--- src/rtl/ctr_pkg.sv ---
package ctr_pkg;

    typedef enum logic [1:0] {
        OP_HOLD  = 2'd0,
        OP_COUNT = 2'd1,
        OP_LOAD  = 2'd2
    } op_e;

    typedef struct packed {
        logic load_n;
        logic cnt_en;
        logic carry_en;
    } ctrl_t;

    // Priority: load first, then count, else hold.
    function automatic op_e pick_op(input ctrl_t c);
        if (!c.load_n)
            return OP_LOAD;
        else if (c.cnt_en && c.carry_en)
            return OP_COUNT;
        else
            return OP_HOLD;
    endfunction

endpackage

--- src/rtl/ctr_mode_decode.sv ---
module ctr_mode_decode
    import ctr_pkg::*;
(
    input  ctrl_t ctl,
    output op_e   op
);

    always_comb begin
        op = pick_op(ctl);
    end

endmodule

--- src/rtl/ctr_state_reg.sv ---
module ctr_state_reg
    import ctr_pkg::*;
#(
    parameter int WIDTH = 4
) (
    input  logic             clk,
    input  logic             clr_n,
    input  op_e              op,
    input  logic [WIDTH-1:0] preset,
    output logic [WIDTH-1:0] q
);

    localparam logic [WIDTH-1:0] STEP = WIDTH'(1);

    logic [WIDTH-1:0] nxt;

    always_comb begin
        unique case (op)
            OP_LOAD:  nxt = preset;
            OP_COUNT: nxt = q + STEP;
            default:  nxt = q;
        endcase
    end

    always_ff @(posedge clk or negedge clr_n) begin
        if (!clr_n)
            q <= '0;
        else
            q <= nxt;
    end

endmodule

--- src/rtl/ctr_carry.sv ---
module ctr_carry #(
    parameter int WIDTH = 4
) (
    input  logic [WIDTH-1:0] q,
    input  logic             carry_en,
    output logic             tc
);

    logic [WIDTH:0] chain;

    assign chain[0] = carry_en;

    genvar g;
    generate
        for (g = 0; g < WIDTH; g++) begin : g_and
            assign chain[g+1] = chain[g] & q[g];
        end
    endgenerate

    assign tc = chain[WIDTH];

endmodule

--- src/rtl/sync_bin_counter.sv ---
module sync_bin_counter
    import ctr_pkg::*;
#(
    parameter int WIDTH = 4
) (
    input  logic             clk,
    input  logic             clr_n,
    input  logic             load_n,
    input  logic             cnt_en,
    input  logic             carry_en,
    input  logic [WIDTH-1:0] preset,
    output logic [WIDTH-1:0] q,
    output logic             tc
);

    ctrl_t ctl;
    op_e   op;

    assign ctl = '{load_n: load_n, cnt_en: cnt_en, carry_en: carry_en};

    ctr_mode_decode u_decode (
        .ctl (ctl),
        .op  (op)
    );

    ctr_state_reg #(.WIDTH(WIDTH)) u_state (
        .clk    (clk),
        .clr_n  (clr_n),
        .op     (op),
        .preset (preset),
        .q      (q)
    );

    ctr_carry #(.WIDTH(WIDTH)) u_carry (
        .q        (q),
        .carry_en (carry_en),
        .tc       (tc)
    );

endmodule

--- config.mk ---
export PLATFORM = sky130hd
export DESIGN_NAME = sync_bin_counter
export DESIGN_NICKNAME = d
export VERILOG_FILES = /design/src/rtl/ctr_pkg.sv /design/src/rtl/ctr_mode_decode.sv /design/src/rtl/ctr_state_reg.sv /design/src/rtl/ctr_carry.sv /design/src/rtl/sync_bin_counter.sv
export SDC_FILE = /design/constraint.sdc
export NUM_CORES = 1
export LEC_CHECK = 0
export CELL_PAD_IN_SITES_DETAIL_PLACEMENT = 2
export CELL_PAD_IN_SITES_GLOBAL_PLACEMENT = 2
export CORE_MARGIN = 1
export CORE_UTILIZATION = 15
export CTS_CLUSTER_DIAMETER = 120
export DETAILED_ROUTE_END_ITERATION = 8
export PLACE_DENSITY_LB_ADDON = 0.1
export SYNTH_ARGS = -nofsm -noshare
export SYNTH_HDL_FRONTEND = slang
export SYNTH_SLANG_ARGS = --single-unit
export TNS_END_PERCENT = 30
--- constraint.sdc ---
create_clock -name clk -period 1 [get_ports clk]
set_input_delay 0.2 -clock clk [delete_from_list [all_inputs] [get_ports clk]]
set_output_delay 0.2 -clock clk [all_outputs]
set_load 0.01 [all_outputs]
**After elaboration in Yosys (flattened, before gate mapping)**

Cells that the tools add are included.
Widths: inputs -> output; s select.

- $add $sub $neg: 1
- Eq/ne operators: 2
- Mux-type cells: 3
- Bitwise gates (word level): 4
- Reduce and logical (&&, ||, !) cells: 2

Operator list:

| cell | count |
|---|---|
| $pmux 4 s2 | 1 |
| $add 4x1->4 const B | 1 |
| $and 1x1->1 | 4 |
| $eq 2x1->1 const B | 1 |
| $eq 2x2->1 const B | 1 |
| $mux 2 | 1 |
| $reduce_bool 2->1 | 1 |
| $logic_and 1x1->1 | 1 |
| $mux 1 | 1 |

- Bits in registers: 4

**Logic depth before layout (Yosys ltp)**

- Depth in word-level cells: 5
- Depth in mapped cells: 4
- Gate-level depth less buffers: 4

**By module**

A second synthesis with hierarchy kept.

- Cells, all modules: 30
- Area total of the unflattened synthesis: 271.5 µm²

Modules (own cells, without submodules):

| module | times used | cells each | area an instance (µm²) |
|---|---|---|---|
| ctr_state_reg | 1 | 25 | 249.0 |
| ctr_carry | 1 | 3 | 12.5 |
| ctr_mode_decode | 1 | 2 | 10.0 |

**Worst setup path before layout**

No wires, ideal clock.

- Path type: reg-to-reg
- Start: reg u_state.q[0]
- End: reg u_state.q[3]
- Arrival: 1.009 ns
- Setup slack: -0.091 ns
- Cell stages (with the launch flop): 4
- Cells stage by stage: dfrtp_1 -> nand3_2 -> or3_1 -> a31oi_1

- Cells in the longest elaborated chain, start to end: 2

RTL lines:

| element | line | source |
|---|---|---|
| from (decl) | ctr_state_reg.sv:10 | `output logic [WIDTH-1:0] q` |
| from (signal assigned) | ctr_state_reg.sv:29 | `q <= nxt;` |
| $add 4x1->4 | ctr_state_reg.sv:20 | `OP_COUNT: nxt = q + STEP;` |
| $pmux 4 s2 | ctr_state_reg.sv:18 | `unique case (op)` |

Every way passes these cells.
A chain may end at the register's enable or synchronous reset.

**Worst setup path after layout**

- Start: reg u_state.q[3]
- End: out tc

- Cells in the longest elaborated chain, start to end: 1

RTL lines:

| element | line | source |
|---|---|---|
| $and 1x1->1 | ctr_carry.sv:16 | `assign chain[g+1] = chain[g] & q[g];` |
| to (decl) | sync_bin_counter.sv:13 | `output logic tc` |

Every way passes these cells.

==> results <==
## power breakdown
| part | internal, mW | switching [mW] |
|---|---|---|
| clock network | 0.151 | 0.0827 |
| logic | 0.137 | 0.0876 |
| registers | 0.183 | 0.0157 |
| total | 0.470 | 0.186 |
## routing by layer
metal	up-vias	routed length [µm]
li1	128	-
met1	120	301
met4	0	38
met3	4	50
met5	-	0
met2	9	396
## cells by family (layout without fill, tap and decap cells)
family | Yosys count | count (layout) | synth area share (%)
adder cells (fa/ha/maj) | 1 | 1 | 5.75
AO/OA/AOI/OAI | 5 | 5 | 12.1
multiplexers | 1 | 1 | 4.60
flip-flops | 4 | 4 | 46.0
buffers and inverters | 1 | 24 | 1.72
AND/OR/NAND/NOR | 10 | 10 | 21.8
XOR/XNOR | 2 | 2 | 8.05
## path summary, 6_finish.rpt
check / startpoint / endpoint / slack [ns] / depth (start not counted)
max: u_state.q[3] / tc / -0.16 / 4
min: clr_n / u_state.q[3] / 0.16 / 1
max reg2reg: u_state.q[3] / u_state.q[3] / -0.14 / 3
min reg2reg: u_state.q[2] / u_state.q[3] / 0.68 / 3
max in group asynchronous: clr_n / u_state.q[0] / 0.65 / 1
min in group clk: cnt_en / u_state.q[2] / 0.51 / 4
## cell type report
type | count | share of cell area (%)
flip-flops and latches | 4 | 21.5
multi-input cells | 19 | 28.4
repair buffers | 20 | 40.6
well taps | 15 | 3.98
clock buffers | 4 | 5.57
## Yosys cell counts
cell / count
nand3_2: 1
or3_1: 1
nand3_1: 1
a21oi_1: 3
o21ai_0: 1
mux2i_1: 1
dfrtp_1: 4
nand2_1: 2
a31oi_1: 1
clkbuf_1: 1
ha_1: 1
nor2_1: 5
xor2_1: 2
## worst max-delay path: stages (launching register included)
cell,delay [ns]
dfrtp_1,0.38
buf_6,0.12
nand2_2,0.05
nor2_1,0.03
buf_2,0.13
## repair_timing
| action | 4_1_cts | 5_1_grt |
|---|---|---|
| pin swaps | 6 | 1 |
| endpoints found under the setup margin | 9 | 8 |
| resized for setup | 32 | 0 |
| cloned | 0 | 0 |
| setup buffers | 1 | 0 |
==> results.py <==
metrics = {
    "routing": {
        "vias": 261,
        "route.detailed.drc": 0,
        "first_pass_iters": 1,
        "drt_iter0_markers": 0,
        "vias_per_cell": 4.21,
        "wl_um": 785,
        "wl_per_cell_um": 12.7,
        "ant_nets": 0,
    },
    "critical_path": {
        "cp.required_ns": 0.80,
        "start_kind": "register",
        "critPathMaxFanout": 2,
        "crit_type": "reg2out",
        "cp-end-kind": "output pin",
        "cp_data_arrival_time_ns": 0.96,
    },
    "logic_synthesis": {
        "synthesis.nets": 34,
        "synthesis.area_um2": 218,
        "synth_cells": 24,
        "yosys.area.top_type": "dfrtp_1",
        "syn_area_per_cell_um2": 9.07,
        "yosysUniqueCellTypes": 13,
        "synth-seq-area-share_pct": 46.0,
        "yosys_warnings": 0,
        "synth_area_leaders": "dfrtp_1 (46%), nor2_1 (8.6%), xor2_1 (8.0%)",
        "ys_ff_latch": 4,
        "yosys.area.top_type_share_pct": 46.0,
    },
    "cells_and_area": {
        "final_area_um2": 472,
        "final_cell_count_no_fill": 62,
        "finalNetCount": 58,
        "final_util_pct": 35.8,
        "layout-drive-gt1-share_pct": 42.6,
        "multiInputGateArea_um2": 134,
        "regMostFlops": "u_state.q",
        "area.sequential_um2": 101,
        "layout_commonest_cell": "buf_6",
        "largest_reg_flops": 4,
        "fillCellCount": 156,
        "layout_common_cells": "buf_6 (7), clkdlybuf4s50_1 (6), nor2_1 (5), buf_4 (4)",
        "n_antenna_cell": 0,
        "reg.largest.list": "u_state.q: 4 flops",
        "syn_to_final_growth_pct": 117,
    },
    "power": {
        "p_leak_nw": 0.207,
        "finalPower_uw": 656,
        "p_per_area_mw_per_mm2": 1390,
        "peakVddDrop_v": 0.000624,
    },
    "floorplanning": {
        "coreArea_mm2": 0.00132,
        "start_util_pct": 16.5,
        "rows": 13,
        "num_io_pins": 14,
        "die_y_um": 40.1,
        "die_w_um": 40.1,
        "die-area_mm2": 0.00161,
    },
    "place": {
        "dpl_worst_slack_ns": -0.571,
        "placed_area_um2": 412,
        "place_hpwl_um": 611,
        "io_buffers": 13,
        "place_congestion": 0.731,
        "dp.cells": 57,
    },
    "clock_network": {
        "numCtsBuffers": 3,
        "holdBufCountCts": 0,
        "clock-sinks": 4,
        "clk-insertion-delay-late_ns": 0.25,
        "cts_tree": "done",
        "clockBufferDepth": 2,
        "cts_root_buf": "clkbuf_4",
        "htree_levels": 1,
        "cts.clk_slew.worst_paths_ns": 0.04,
    },
    "grt": {
        "use_met3_pct": 5.00,
        "grt_util_met2_pct": 20.2,
        "grt-busiest-layer": "met2",
        "grt-ovfl-total": 0,
        "grt_pass1_wl_um": 1190,
        "grt_util_met1_pct": 11.8,
        "grt.total_usage_pct": 13.3,
        "grt_max_degree": 9,
        "antenna_found_initial": 0,
        "first_global_vias": 278,
    },
    "sta": {
        "setup_viol": 8,
        "tightest_slew_ns": 0.293,
        "fin_setup_tns_ns": -0.828,
        "drv_slew": 0,
        "setup_ws_ns": -0.164,
        "rsz0062_at_grt": "true",
        "max_freq_mhz": 859,
        "clock_skew_ns": 0.00735,
        "hold_viol": 0,
        "whs_ns": 0.162,
        "final.min_clock_period_ns": 1.16,
        "slew_headroom_pct": 80.4,
        "finalCritPeriodShare_pct": 116,
    },
    "outcome": {
        "failed_checks": "setup timing",
        "status": "finished, violations left",
    },
    "run": {
        "drv_cap": 0,
    },
    "worst_hold_path": {
        "hold_path_class": "in2async",
    },
}
(Power assumes the default switching activity.)
